## config.mk

```make
export PLATFORM = sky130hd
export DESIGN_NAME = link_train_mon
export DESIGN_NICKNAME = d
export VERILOG_FILES = /design/src/rtl/ltm_pkg.sv /design/src/rtl/ltm_status_decode.sv /design/src/rtl/ltm_phy_port.sv /design/src/rtl/ltm_timer.sv /design/src/rtl/ltm_attempt_ctr.sv /design/src/rtl/link_train_mon.sv
export SDC_FILE = /design/constraint.sdc
export NUM_CORES = 1
export LEC_CHECK = 0
export BUFFER_PORTS_ARGS = -buffer_cell sky130_fd_sc_hd__buf_2
export CAP_MARGIN = 20
export CORE_MARGIN = 10
export CORE_UTILIZATION = 51
export DETAILED_ROUTE_END_ITERATION = 12
export PLACE_DENSITY = 0.78
export SLEW_MARGIN = 20
export SYNTH_ARGS = -nofsm -noshare
export SYNTH_HDL_FRONTEND = slang
export SYNTH_SLANG_ARGS = --single-unit
```

## constraint.sdc

```tcl
create_clock -name clk_i -period 3.1 [get_ports clk_i]
set_clock_uncertainty 0.05 [all_clocks]
set_input_delay 0.465 -clock clk_i [delete_from_list [all_inputs] [get_ports clk_i]]
set_output_delay 0.465 -clock clk_i [all_outputs]
set_load 0.005 [all_outputs]
```

## src/rtl/ltm_pkg.sv

```systemverilog
package ltm_pkg;

  typedef enum logic [3:0] {
    ST_IDLE,
    ST_CHECK,
    ST_RD_VALID,
    ST_RD_SET,
    ST_WR_SET,
    ST_HOLD,
    ST_RD_CLR,
    ST_WR_CLR,
    ST_END,
    ST_GAP,
    ST_OK,
    ST_FAIL
  } ltm_state_e;

  // field positions fixed by the link layer and the PHY
  localparam int          UP_BIT      = 4;
  localparam int          TRAIN_BIT   = 29;
  localparam int          STATE_W     = 6;
  localparam logic [5:0]  RLOCK_STATE = 6'h0D;
  localparam int          RXVALID_BIT = 0;
  localparam int          OVR_DATA_EN = 5;
  localparam int          OVR_PLL_EN  = 3;

endpackage

```

## src/rtl/ltm_status_decode.sv

```systemverilog
module ltm_status_decode
  import ltm_pkg::*;
(
  input  logic               up_bit_i,
  input  logic               train_bit_i,
  input  logic [STATE_W-1:0] state_i,
  input  logic               rx_valid_i,
  output logic               link_up_o,
  output logic               stuck_o
);

  assign link_up_o = up_bit_i & ~train_bit_i;
  assign stuck_o   = (state_i == RLOCK_STATE) & ~rx_valid_i;

endmodule

```

## src/rtl/ltm_phy_port.sv

```systemverilog
module ltm_phy_port #(
  parameter int ADDR_W = 16,
  parameter int DATA_W = 16
) (
  input  logic              clk_i,
  input  logic              rst_ni,
  input  logic              launch_i,
  input  logic              wr_i,
  input  logic [ADDR_W-1:0] addr_i,
  input  logic [DATA_W-1:0] wdata_i,
  output logic              busy_o,
  output logic              done_o,
  output logic              err_o,
  output logic [DATA_W-1:0] rdata_o,
  output logic              phy_req_o,
  output logic              phy_wr_o,
  output logic [ADDR_W-1:0] phy_addr_o,
  output logic [DATA_W-1:0] phy_wdata_o,
  input  logic              phy_ack_i,
  input  logic              phy_err_i,
  input  logic [DATA_W-1:0] phy_rdata_i
);

  logic              req_q, wr_q;
  logic [ADDR_W-1:0] addr_q;
  logic [DATA_W-1:0] wdata_q;

  always_ff @(posedge clk_i or negedge rst_ni) begin
    if (!rst_ni) begin
      req_q   <= 1'b0;
      wr_q    <= 1'b0;
      addr_q  <= '0;
      wdata_q <= '0;
    end else if (req_q && phy_ack_i) begin
      req_q <= 1'b0;
    end else if (launch_i && !req_q) begin
      req_q   <= 1'b1;
      wr_q    <= wr_i;
      addr_q  <= addr_i;
      wdata_q <= wdata_i;
    end
  end

  assign busy_o      = req_q;
  assign done_o      = req_q & phy_ack_i;
  assign err_o       = req_q & phy_ack_i & phy_err_i;
  assign rdata_o     = phy_rdata_i;
  assign phy_req_o   = req_q;
  assign phy_wr_o    = wr_q;
  assign phy_addr_o  = addr_q;
  assign phy_wdata_o = wdata_q;

  // request held with stable fields until acknowledged
  a_r5_req_hold: assert property (@(posedge clk_i) disable iff (!rst_ni)
    phy_req_o && !phy_ack_i |=> phy_req_o && $stable(phy_addr_o) && $stable(phy_wr_o)
                                && $stable(phy_wdata_o));

  // request drops right after acknowledge
  a_r5_req_drop: assert property (@(posedge clk_i) disable iff (!rst_ni)
    phy_req_o && phy_ack_i |=> !phy_req_o);

endmodule

```

## src/rtl/ltm_timer.sv

```systemverilog
module ltm_timer #(
  parameter int W = 8
) (
  input  logic         clk_i,
  input  logic         rst_ni,
  input  logic         load_i,
  input  logic [W-1:0] value_i,
  output logic         expired_o
);

  logic [W-1:0] cnt_q;

  always_ff @(posedge clk_i or negedge rst_ni) begin
    if (!rst_ni)              cnt_q <= '0;
    else if (load_i)          cnt_q <= value_i;
    else if (cnt_q != '0)     cnt_q <= cnt_q - 1'b1;
  end

  assign expired_o = (cnt_q == '0);

endmodule

```

## src/rtl/ltm_attempt_ctr.sv

```systemverilog
module ltm_attempt_ctr #(
  parameter int MAX = 2000
) (
  input  logic clk_i,
  input  logic rst_ni,
  input  logic clr_i,
  input  logic inc_i,
  output logic last_o
);

  localparam int CNT_W = $clog2(MAX + 1);

  logic [CNT_W-1:0] cnt_q;

  always_ff @(posedge clk_i or negedge rst_ni) begin
    if (!rst_ni)     cnt_q <= '0;
    else if (clr_i)  cnt_q <= '0;
    else if (inc_i)  cnt_q <= cnt_q + 1'b1;
  end

  assign last_o = (cnt_q == CNT_W'(MAX - 1));

  // the count never passes the attempt limit
  a_r8_no_wrap: assert property (@(posedge clk_i) disable iff (!rst_ni)
    inc_i |-> cnt_q < CNT_W'(MAX));

endmodule

```

## src/rtl/link_train_mon.sv

```systemverilog
module link_train_mon
  import ltm_pkg::*;
#(
  parameter int              ADDR_W       = 16,
  parameter int              DATA_W       = 16,
  parameter int              DBG_W        = 32,
  parameter int              MAX_ATTEMPTS = 2000,
  parameter int              HOLD_CYC     = 300000,
  parameter int              GAP_CYC      = 1000,
  parameter logic [ADDR_W-1:0] RXSTAT_ADDR = 16'h100D,
  parameter logic [ADDR_W-1:0] OVRD_ADDR   = 16'h1005
) (
  input  logic              clk_i,
  input  logic              rst_ni,
  input  logic              start_i,
  input  logic [DBG_W-1:0]  state_word_i,
  input  logic [DBG_W-1:0]  link_word_i,
  output logic              phy_req_o,
  output logic              phy_wr_o,
  output logic [ADDR_W-1:0] phy_addr_o,
  output logic [DATA_W-1:0] phy_wdata_o,
  input  logic              phy_ack_i,
  input  logic              phy_err_i,
  input  logic [DATA_W-1:0] phy_rdata_i,
  output logic              busy_o,
  output logic              link_ok_o,
  output logic              link_fail_o,
  output logic [DBG_W-1:0]  last_state_word_o,
  output logic [DBG_W-1:0]  last_link_word_o
);

  localparam int TMR_MAX = (HOLD_CYC > GAP_CYC) ? HOLD_CYC : GAP_CYC;
  localparam int TMR_W   = $clog2(TMR_MAX + 1);
  localparam logic [DATA_W-1:0] OVR_MASK = (DATA_W'(1) << OVR_DATA_EN) |
                                           (DATA_W'(1) << OVR_PLL_EN);

  ltm_state_e        state_q, state_d;
  logic [DATA_W-1:0] rmw_q, rmw_d;
  logic [DBG_W-1:0]  last0_q, last1_q;
  logic              capture;

  logic              is_op, op_wr, launch;
  logic [ADDR_W-1:0] op_addr;
  logic              port_busy, done, acc_err;
  logic [DATA_W-1:0] rdata;

  logic              link_up, stuck;
  logic              cnt_clr, cnt_inc, cnt_last;
  logic              tmr_load, tmr_exp;
  logic [TMR_W-1:0]  tmr_val;

  // access selection per state
  always_comb begin
    is_op   = 1'b0;
    op_wr   = 1'b0;
    op_addr = OVRD_ADDR;
    unique case (state_q)
      ST_RD_VALID: begin is_op = 1'b1; op_addr = RXSTAT_ADDR; end
      ST_RD_SET,
      ST_RD_CLR:   is_op = 1'b1;
      ST_WR_SET,
      ST_WR_CLR:   begin is_op = 1'b1; op_wr = 1'b1; end
      default: ;
    endcase
  end

  assign launch = is_op & ~port_busy;

  ltm_phy_port #(.ADDR_W(ADDR_W), .DATA_W(DATA_W)) u_port (
    .clk_i       (clk_i),
    .rst_ni      (rst_ni),
    .launch_i    (launch),
    .wr_i        (op_wr),
    .addr_i      (op_addr),
    .wdata_i     (rmw_q),
    .busy_o      (port_busy),
    .done_o      (done),
    .err_o       (acc_err),
    .rdata_o     (rdata),
    .phy_req_o   (phy_req_o),
    .phy_wr_o    (phy_wr_o),
    .phy_addr_o  (phy_addr_o),
    .phy_wdata_o (phy_wdata_o),
    .phy_ack_i   (phy_ack_i),
    .phy_err_i   (phy_err_i),
    .phy_rdata_i (phy_rdata_i)
  );

  ltm_status_decode u_dec (
    .up_bit_i    (link_word_i[UP_BIT]),
    .train_bit_i (link_word_i[TRAIN_BIT]),
    .state_i     (state_word_i[STATE_W-1:0]),
    .rx_valid_i  (rdata[RXVALID_BIT]),
    .link_up_o   (link_up),
    .stuck_o     (stuck)
  );

  ltm_attempt_ctr #(.MAX(MAX_ATTEMPTS)) u_cnt (
    .clk_i  (clk_i),
    .rst_ni (rst_ni),
    .clr_i  (cnt_clr),
    .inc_i  (cnt_inc),
    .last_o (cnt_last)
  );

  ltm_timer #(.W(TMR_W)) u_tmr (
    .clk_i     (clk_i),
    .rst_ni    (rst_ni),
    .load_i    (tmr_load),
    .value_i   (tmr_val),
    .expired_o (tmr_exp)
  );

  always_comb begin
    state_d  = state_q;
    rmw_d    = rmw_q;
    cnt_clr  = 1'b0;
    cnt_inc  = 1'b0;
    tmr_load = 1'b0;
    tmr_val  = TMR_W'(GAP_CYC);
    capture  = 1'b0;
    unique case (state_q)
      ST_IDLE, ST_OK, ST_FAIL: begin
        if (start_i) begin
          state_d = ST_CHECK;
          cnt_clr = 1'b1;
        end
      end
      ST_CHECK: begin
        capture = 1'b1;
        state_d = link_up ? ST_OK : ST_RD_VALID;
      end
      ST_RD_VALID: begin
        if (done) state_d = (acc_err || !stuck) ? ST_END : ST_RD_SET;
      end
      ST_RD_SET: begin
        if (done) begin
          state_d = acc_err ? ST_END : ST_WR_SET;
          rmw_d   = rdata | OVR_MASK;
        end
      end
      ST_WR_SET: begin
        if (done) begin
          if (acc_err) begin
            state_d = ST_END;
          end else begin
            state_d  = ST_HOLD;
            tmr_load = 1'b1;
            tmr_val  = TMR_W'(HOLD_CYC);
          end
        end
      end
      ST_HOLD: begin
        if (tmr_exp) state_d = ST_RD_CLR;
      end
      ST_RD_CLR: begin
        if (done) begin
          state_d = acc_err ? ST_END : ST_WR_CLR;
          rmw_d   = rdata & ~OVR_MASK;
        end
      end
      ST_WR_CLR: begin
        if (done) state_d = ST_END;
      end
      ST_END: begin
        cnt_inc = 1'b1;
        if (cnt_last) begin
          state_d = ST_FAIL;
        end else begin
          state_d  = ST_GAP;
          tmr_load = 1'b1;
        end
      end
      ST_GAP: begin
        if (tmr_exp) state_d = ST_CHECK;
      end
      default: state_d = ST_IDLE;
    endcase
  end

  always_ff @(posedge clk_i or negedge rst_ni) begin
    if (!rst_ni) begin
      state_q <= ST_IDLE;
      rmw_q   <= '0;
      last0_q <= '0;
      last1_q <= '0;
    end else begin
      state_q <= state_d;
      rmw_q   <= rmw_d;
      if (capture) begin
        last0_q <= state_word_i;
        last1_q <= link_word_i;
      end
    end
  end

  assign link_ok_o         = (state_q == ST_OK);
  assign link_fail_o       = (state_q == ST_FAIL);
  assign busy_o            = !(state_q inside {ST_IDLE, ST_OK, ST_FAIL});
  assign last_state_word_o = last0_q;
  assign last_link_word_o  = last1_q;

  // exclusive results, never busy with a result
  a_r10_excl: assert property (@(posedge clk_i) disable iff (!rst_ni)
    !(link_ok_o && link_fail_o));
  a_r10_idle: assert property (@(posedge clk_i) disable iff (!rst_ni)
    (link_ok_o || link_fail_o) |-> !busy_o);

  // no PHY traffic while reporting success
  a_r2_quiet: assert property (@(posedge clk_i) disable iff (!rst_ni)
    link_ok_o |-> !phy_req_o);

  // failure result and diagnostics hold until the next start
  a_r8_fail_hold: assert property (@(posedge clk_i) disable iff (!rst_ni)
    link_fail_o && !start_i |=> link_fail_o && $stable(last_state_word_o)
                                && $stable(last_link_word_o));

  // a start pulse while busy keeps the run going
  a_r9_busy_start: assert property (@(posedge clk_i) disable iff (!rst_ni)
    busy_o && start_i && !link_ok_o |=> !(state_q == ST_CHECK && $past(state_q) != ST_GAP
                                          && $past(state_q) != ST_IDLE
                                          && $past(state_q) != ST_OK
                                          && $past(state_q) != ST_FAIL));

endmodule

```

# [Word-level counts from Yosys, hierarchy flattened]
# Index checks and enable logic that the tools add are counted.
[word_totals] regBits=148 inputBits=85 out_inout_bits=101 wordCells=100
[classes] addsub=2 n_eq_ne=21 muxes=38 bitwise_logic=9 reduce_logical=20
[op_table] cell="$mux W19" count=5
[op_table] cell="$mux W4" count=14
[op_table] cell="$pmux W4 S10" count=1
[op_table] cell="$mux W16" count=2
[op_table] cell="$pmux W16 S2" count=1
[op_table] cell="$mux W11" count=2
[op_table] cell="$logic_not A19 Y1" count=1
[op_table] cell="$reduce_bool A19 Y1" count=1
[op_table] cell="$sub A19 B1 Y19 const B" count=1
[op_table] cell="$eq A4 B3 Y1 const B" count=4
[op_table] cell="$eq A4 B4 Y1 const B" count=4
[op_table] cell="$ne A2 B2 Y1 const B" count=8
[op_table] cell="$add A11 B1 Y11 const B" count=1
[op_table] cell="$eq A11 B11 Y1 const B" count=1
[op_table] cell="$mux W1" count=11
[op_table] cell="$eq A4 B2 Y1 const B" count=2
[op_table] cell="$reduce_and A8 Y1" count=1
[op_table] cell="$reduce_bool A2 Y1" count=4
[op_table] cell="$eq A6 B4 Y1 const B" count=1
[op_table] cell="$and A1 B1 Y1" count=5
[op_table] cell="$reduce_or A5 Y1" count=1
[op_table] cell="$eq A4 B1 Y1 const B" count=1
[op_table] cell="$logic_not A4 Y1" count=1
[op_table] cell="$not A1 Y1" count=4
[op_table] cell="other kinds (10)" count=13

# [Longest topological paths before layout]
# Gate-level depths: netlist of the first run.
[logic_depth] ltp_word=7 mapped_depth=8

# [Hierarchy]
# From an unflattened synthesis of the first run, not the netlist that was laid out.
[unflattened] hier_cells=519 area_unflattened_um2=6670.1
[modules_own_cells] module="link_train_mon" n_inst=1 cells_per_inst=237 area_each_um2=3415.8 seq_area_each_um2=2077.0
[modules_own_cells] module="ltm_phy_port" n_inst=1 cells_per_inst=93 area_each_um2=1545.2 seq_area_each_um2=850.8
[modules_own_cells] module="ltm_timer" n_inst=1 cells_per_inst=127 area_each_um2=1117.3 seq_area_each_um2=475.5
[modules_own_cells] module="ltm_attempt_ctr" n_inst=1 cells_per_inst=58 area_each_um2=561.8 seq_area_each_um2=275.3
[modules_own_cells] module="ltm_status_decode" n_inst=1 cells_per_inst=4 area_each_um2=30.0 seq_area_each_um2=0.0

# [Least setup slack after synthesis of the first run]
# Ideal clock, no wire load.
[synth_timing] path_kind="reg-to-reg" from="register u_tmr.cnt_q[0]" to="register state_q[3]" arrival_time_ps=2283 slack_ps=641 stages_incl_launch_ff=9 path_buffers=1 cell_sequence="dfrtp_1 -> inv_1 -> ha_1 -> or4b_4 -> or4_4 -> buf_6 -> nor2_8 -> o32ai_2 -> a221o_1"
[synth_between] elab_chain_cells=3
[synth_rtl] item="start: declaration" line_no="ltm_timer.sv:11" rtl="logic [W-1:0] cnt_q;"
[synth_rtl] item="start signal: assignment" line_no="ltm_timer.sv:15" rtl="else if (load_i) cnt_q <= value_i;"
[synth_rtl] item="start signal: assignment" line_no="ltm_timer.sv:16" rtl="else if (cnt_q != '0) cnt_q <= cnt_q - 1'b1;"
[synth_rtl] item="$logic_not A19 Y1 (*)" line_no="ltm_timer.sv:19" rtl="assign expired_o = (cnt_q == '0);"
[synth_rtl] item="$ne A2 B2 Y1 (no source line)"
[synth_rtl] item="$reduce_and A8 Y1 (no source line) (*)"
[synth_rtl] item="end signal: assignment" line_no="link_train_mon.sv:188" rtl="state_q <= state_d;"
[synth_rtl] item="end: declaration" line_no="link_train_mon.sv:37" rtl="ltm_state_e state_q, state_d;"
# Every way passes the cells marked *; elsewhere a longest branch is shown, timed or not.
# A chain may end at the register's enable or synchronous reset.

# [Worst setup path after layout of the first run]
# Same ends and word-level chain as after synthesis.

==> summary.md, run 1 <==
| Metric | Value |
|---|---|
| Placeable core area | approximately 0.011 mm^2 |
| Remaining antenna violation count after routing | 0 |
| RePlAce Congestion | slightly below 0.9 |
| Initial antenna violation count | 1 |
| Share of post-route cells with drive strength above 1 | 0.472 |
| # Post-CTS Setup Buffers | 0 |
| Final Power | ~7.5 mW |
| Layout Nets | approximately 730 |
| Total gr overflow | 0 |
| DR vias/cell | 5.34 |
| PostCTS Resize Cnt | 0 |
| Final min period | 2.59 ns |
| Slew headroom | 0.438 |
| Clk Latency, worst-skew pair | between 0.4 and 0.5 ns |
| MaxCap Viol Count | 0 |
| Top post-synthesis cells by count | dfrtp_1 (132), mux2_2 (93), nor2_1 (40) |
| Average instance area after synthesis | ~12 um^2 |
| YS warnings | 0 |
| Worst min path class | input port to asynchronous set/reset pin |
| First-pass GRT wire length | 23700 um |
| Vias | between 4k and 5k |
| # H-tree levels | 4 |
| Area growth, synth to finish | 26.5% |
| Post-Route WL | 14900 um |
| TritonCTS clock tree | yes |
| Die ar. | about 0.016 mm^2 |
| Initial DRT Pass Iterations | 4 |
| Worst-Margin Slew | ~0.84 ns |
| Leakage power | 3.45 nW |
| Power density cells | ~1000 mW/mm^2 |
| Yosys top cell area share | 0.572 |
| DP HPWL | ~11000 um |
| Die X | about 130 um |
| CP arrival | 2.84 ns |
| Number of synthesized flops with an enable pin | 0 |
| Max VDD drop | about 0.64 mV |
| Initial Utilization | 0.526 |
| FF+latch area | around 0.0033 mm^2 |
| Root Driver | clkbuf_16 |
| Initial DRC Count | roughly 280 |
| Die H | roughly 130 um |
| Vias in the first global route | 4581 |
| IO buf count | 171 |
| Hold_buf cts | 0 |
| Clock Sink Count | about 130 |
| RSZ-0062 raised after global routing | no |
| All-Layer GR Usage | 0.185 |
| Setup TNS | 0 ns |
| Flop and latch count out of synthesis | between 100 and 150 |
| CTS buffer count | 17 |
| Slew Limit Fails | 0 |
| Synth top area cells | dfrtp_1 (57%), mux2_2 (18%), xor2_1 (2.7%), nor2_1 (2.6%), buf_4 (2.0%) |
| Core Rows | 38 |
| CTS clk-pin slew, worst paths | about 0.060 ns |
| Synth unique cells | 51 |
| CP required | approximately 3.4 ns |
| Fmax | 387 MHz |
| DRC Markers | 0 |
| Crit start category | flip-flop |
| Multi-input gate area | ~0.0023 mm^2 |
| Fill count | between 700 and 800 |
| Largest net degree at the start of global routing | 65 |
| Main synth FF type | dfrtp_1 |
| Final Hold Fails | 0 |
| CP Capture Type | flip-flop |
| Post-synthesis sequential area ratio | 0.572 |
| Outcome | completed |
| Most common cell in the netlist | dfrtp_1 |
| Ys async rst share | 1.00 |
| Max clock buf depth | 2 |
| Synthesized instance count | approximately 460 |
| IO Count | about 190 |
| Reg2reg setup slack | about 0.5 ns |
| WS Path Type | flip-flop to flip-flop |
| Worst Hold Slack | roughly 0.013 ns |
| Mapped Area | 0.00577 mm^2 |
| Setup-failing EPs final | 0 |
| WL/cell | 18.7 um |
| Post-route clock period utilization | 0.834 |
| CP max FO | 8 |
| Cell taking the most area after synthesis | dfrtp_1 |
## final cells by class
class,instances,share of cell area
antenna,1,0.000343
tap,140,0.0240
clock inverter,9,0.0142
inverter,6,0.00308
timing repair buffer,180,0.128
sequential,132,0.452
multi-input combinational,304,0.315
clock buffer,23,0.0627
## per-layer routing
metal	routed length, um	vias up	share of wire	GRT usage
li1	-	1965	-	-
met1	5420	2088	0.36	0.193
met2	7660	169	0.51	0.308
met3	1530	21	0.10	0.0945
met4	285	0	0.019	0.0784
met5	0	-	0	0
## state kept, by name, indices dropped and copies added (netlist names)
signal / cells
u_port.busy_o: 1
last_link_word_o: 32
last_state_word_o: 32
state_q: 4
u_tmr.cnt_q: 19
u_cnt.cnt_q: 11
u_port.phy_wr_o: 1
rmw_q: 15
u_port.phy_wdata_o: 15
u_port.phy_addr_o: 2
## layout by cell type, fill, tap and decap left out, types with 3 or more instances in the layout
cell type | netlist | layout
dfrtp_1 | 132 | 132
buf_4 | 15 | 9
nor3_1 | 9 | 8
nand3_1 | 5 | 5
conb_1 | 1 | 12
nand4_1 | 7 | 7
xor2_1 | 18 | 18
and2_1 | 3 | 3
clkinv_2 | 0 | 4
and3_1 | 3 | 3
a21oi_1 | 10 | 10
clkbuf_1 | 12 | 5
inv_1 | 6 | 6
or4_1 | 6 | 6
nand2b_1 | 5 | 5
clkbuf_16 | 0 | 17
o21ai_0 | 16 | 16
nor2_1 | 40 | 40
xnor2_1 | 6 | 6
buf_2 | 5 | 170
nor4_1 | 5 | 5
mux2_2 | 93 | 93
nand2_1 | 29 | 29
## worst max-delay path, cell delays in order (launching register included)
cell     delay, ns
dfrtp_1       0.39
inv_1         0.10
ha_1          0.18
or4b_4        0.50
or4_4         0.63
nor2_8        0.14
o32ai_2       0.12
a221o_1       0.37
## cells by family (layout without fill, tap and decap cells)
| kind of cell | Yosys count | in the layout | share of synthesized area |
|---|---|---|---|
| other | 1 | 13 | 0.000649 |
| AO/OA/AOI/OAI | 42 | 42 | 0.0457 |
| AND/OR/NAND/NOR | 130 | 130 | 0.120 |
| XOR/XNOR | 24 | 24 | 0.0364 |
| adder cells (fa/ha/maj) | 2 | 2 | 0.00433 |
| flip-flops | 132 | 132 | 0.572 |
| multiplexers | 94 | 94 | 0.183 |
| buffers and inverters | 39 | 218 | 0.0375 |
## report_power, final
part | total, mW | internal, mW | switching, mW | leakage, nW
Clock | 1.92 | 1.20 | 0.721 | 0.271
Sequential | 3.02 | 2.49 | 0.532 | 1.58
Combinational | 2.60 | 1.43 | 1.17 | 1.59
## worst paths after layout
path,from,end,cells after the start
hold reg to reg,rmw_q[5],rmw_q[5],2
hold / removal,rst_ni,u_port.phy_wr_o,1
setup reg to reg,u_tmr.cnt_q[0],state_q[3],7
setup / recovery,u_tmr.cnt_q[0],state_q[3],7
min in group clk_i,phy_ack_i,u_port.busy_o,2
max in group asynchronous,rst_ni,last_state_word_o[6],2
## metrics by stage
stage                     instance area (um^2)  setup slack [ns]  instances  utilization
after floorplan                           5820             0.641        475            -
after global placement                    6740             0.570        762        0.614
after detailed placement                  6740             0.518        762        0.614
after CTS                                 7300             0.504        794        0.665
after global routing                      7300             0.369        795        0.665
final                                     7300             0.513        795        0.665
Note: power is estimated with default switching activity, not from simulation.
==> inputs of run 2 (changes only) <==
Settings changed: ABC_AREA from default to 1.
Clock period 3.1 ns to 2.4 ns, I/O delays scaled along.
==> summary.md, run 2 <==
| Metric | Value |
|---|---|
| Reg2reg setup slack | ~0.5 ns |
| Post-synthesis mux area share | 0 |
| Final Hold Fails | 0 |
| Worst-Margin Slew | 0.514 ns |
| Root Driver | clkbuf_16 |
| Number of synthesized flops with an enable pin | 0 |
| Post-synthesis sequential area ratio | 0.559 |
| Post-Route WL | around 16000 um |
| Total gr overflow | 0 |
| Crit start category | flip-flop |
| Layout Nets | around 1.0k |
| Slew headroom | 0.657 |
| CP Capture Type | output port |
| Initial antenna violation count | 0 |
| Die H | around 130 um |
| Setup-failing EPs final | 0 |
| Most frequent cells in the layout | nand2_1 (368), buf_2 (170), dfrtp_1 (132) |
| Worst R2R Path Depth | 11 |
| CP arrival | between 1.5 and 2 ns |
| Synth unique cells | 30 |
| Post-synthesis compound-gate area fraction | 0.0322 |
| Final min period | 1.97 ns |
| Initial Utilization | 0.519 |
| Max clock buf depth | 2 |
| Flop and latch count out of synthesis | approximately 130 |
| Largest net degree at the start of global routing | 63 |
| Average instance area after synthesis | about 8 um^2 |
| CP most frequent cell | nand2_1 |
| DR vias/cell | slightly below 5 |
| Initial DRT Pass Iterations | 5 |
| Ys async rst share | 1.00 |
| DP HPWL | 11600 um |
| Synthesized instance count | 741 |
| RePlAce Congestion | roughly 0.9 |
| # Post-CTS Setup Buffers | 0 |
| Die ar. | ~0.016 mm^2 |
| CP max FO | 6 |
| CP required | around 2.0 ns |
| Area growth, synth to finish | 26.9% |
| Hold path cells | 3 |
| Main synth FF type | dfrtp_1 |
| TritonCTS clock tree | yes |
| Post-synthesis simple-gate area fraction | 0.319 |
| Remaining antenna violation count after routing | 0 |
| Setup TNS | 0 ns |
| Vias in the first global route | between 5k and 6k |
| FF-to-FF Start | u_cnt.cnt_q[1] |
| DRC Markers | 0 |
| Fmax | 508 MHz |
| HP Start | link_word_i[19] |
| Worst min path class | input port to flip-flop |
| Yosys top cell area share | 0.559 |
| Top post-synthesis cells by count | nand2_1 (368), dfrtp_1 (132), nor2_1 (61) |
| Slowest stage delay, CP | roughly 0.47 ns |
| Die X | 128 um |
| Most common cell in the netlist | nand2_1 |
| IO Count | roughly 190 |
| Worst Hold Path EP | last_link_word_o[19] |
| MaxCap Viol Count | 0 |
| Max VDD drop | around 0.70 mV |
| CTS buffer count | 17 |
| WS Path Type | flip-flop to output port |
| Fill count | 935 |
| Post-Synth Adder-Cell Area | 0.00424 |
| Leakage power | between 4 and 5 nW |
| Core Util, Final | 0.659 |
| Largest family of logic cells by synthesized area | simple AND/OR/NAND/NOR gates |
| Post-route clock period utilization | 0.821 |
| Mapped Area | roughly 0.0059 mm^2 |
| Clk Latency, worst-skew pair | around 0.42 ns |
| Worst r2r dst | u_tmr.cnt_q[0] |
| Share of post-route cells with drive strength above 1 | 0.244 |
| Clock Sink Count | 132 |
| IO buf count | between 150 and 200 |
| WL/cell | roughly 15 um |
| Initial DRC Count | 236 |
| Slowest CP cell | dfrtp_1 |
| CTS clk-pin slew, worst paths | roughly 0.060 ns |
| Power density cells | about 1300 mW/mm^2 |
| First-pass GRT wire length | roughly 26000 um |
| PostCTS Resize Cnt | 0 |
| XOR/XNOR Fraction of Synth Area | 0.0163 |
| YS warnings | 0 |
| Outcome | completed |
| All-Layer GR Usage | 0.198 |
| CP cell instances | inv_2 -> nor2_1 -> nand2_1 -> nand2_1 -> inv_1 -> buf_2 |
| Cell taking the most area after synthesis | dfrtp_1 |
| Antenna cells | 0 |
| Placeable core area | between 0.01 and 0.015 mm^2 |
| Synth top area cells | dfrtp_1 (56%), nand2_1 (23%), nor2_1 (3.9%), inv_1 (2.7%), buf_4 (2.0%) |
| Core Rows | 39 |
| Slew Limit Fails | 0 |
| Commonest non-fill, non-tap cell in the layout | nand2_1 |
| Vias | ~5.2k |
| RSZ-0062 raised after global routing | no |
| # H-tree levels | 4 |
## run 2: cell count changes in the layout (fill, tap and decap cells not counted), moves of 6 or more
cell | previous run | this run
inv_1 | 6 | 42
inv_2 | 0 | 6
mux2_2 | 93 | 0
nand2_1 | 29 | 368
nand3_1 | 5 | 20
nor2_1 | 40 | 61
or4_1 | 6 | 0
xor2_1 | 18 | 9
## run 2: worst max-delay path by stage
stage	from	to	slack, ns	cells after the start
4_1_cts	state_q[1]	busy_o	0.43	5
3_3_place_gp	u_cnt.cnt_q[1]	u_tmr.cnt_q[0]	0.53	11
3_5_place_dp	u_tmr.cnt_q[0]	u_tmr.cnt_q[0]	0.50	8
2_1_floorplan	u_tmr.cnt_q[0]	state_q[3]	0.69	9
6_report	state_q[3]	busy_o	0.43	6
5_1_grt	u_tmr.cnt_q[0]	u_tmr.cnt_q[0]	0.20	8
## run 2: routing by layer
| layer | GRT usage | wire, um | vias to the layer above |
|---|---|---|---|
| li1 | - | - | 2617 |
| met1 | 0.215 | 6050 | 2356 |
| met2 | 0.327 | 7770 | 178 |
| met3 | 0.0951 | 1520 | 27 |
| met4 | 0.0828 | 320 | 0 |
| met5 | 0 | 0 | - |
## run 2: cells by family after synthesis
| logic type | count (synthesis) |
|---|---|
| xor+xnor | 11 |
| fa+ha+maj | 2 |
| other cells | 1 |
| buf+inv | 84 |
| compound gates | 36 |
| flops | 132 |
| simple gates | 475 |
## run 2: power breakdown
group	switching, mW	leakage [nW]	internal, mW
sequential	0.520	1.66	3.13
clock	0.915	0.285	1.60
combinational	2.00	2.33	1.29
## run 2: metrics by stage
step	hold WS (ns)	setup WS (ns)	area [um^2]	total power, mW	std cells
after floorplan	0.0144	0.688	5950	5.52	752
after global placement	0.306	0.533	6900	6.87	1043
after detailed placement	0.303	0.499	6900	6.97	1043
after CTS	0.0685	0.433	7490	9.54	1076
after global routing	0.0822	0.203	7490	10.2	1076
final	0.0845	0.430	7490	9.45	1076
## run 2: repair_timing
item / in CTS / in global routing
setup endpoints to repair: 0 / 0
endpoints found under the hold margin: 53 / 0
hold buffers: 1 / 0
## run 2: worst max-delay path: cells and delay by family, from the launching register on
family | cells | cell delay [ns]
AND/OR/NAND/NOR | 3 | 0.38
flip-flops | 1 | 0.47
buffers and inverters | 3 | 0.29
## run 2: layout make-up
| class | instances | area, um^2 | share of cell area |
|---|---|---|---|
| multi-input combinational | 536 | 2240 | 0.299 |
| tap | 143 | 179 | 0.0239 |
| sequential | 132 | 3300 | 0.441 |
| clock inverter | 10 | 105 | 0.0140 |
| timing repair buffer | 185 | 1010 | 0.134 |
| clock buffer | 22 | 474 | 0.0633 |
| inverter | 48 | 180 | 0.0240 |
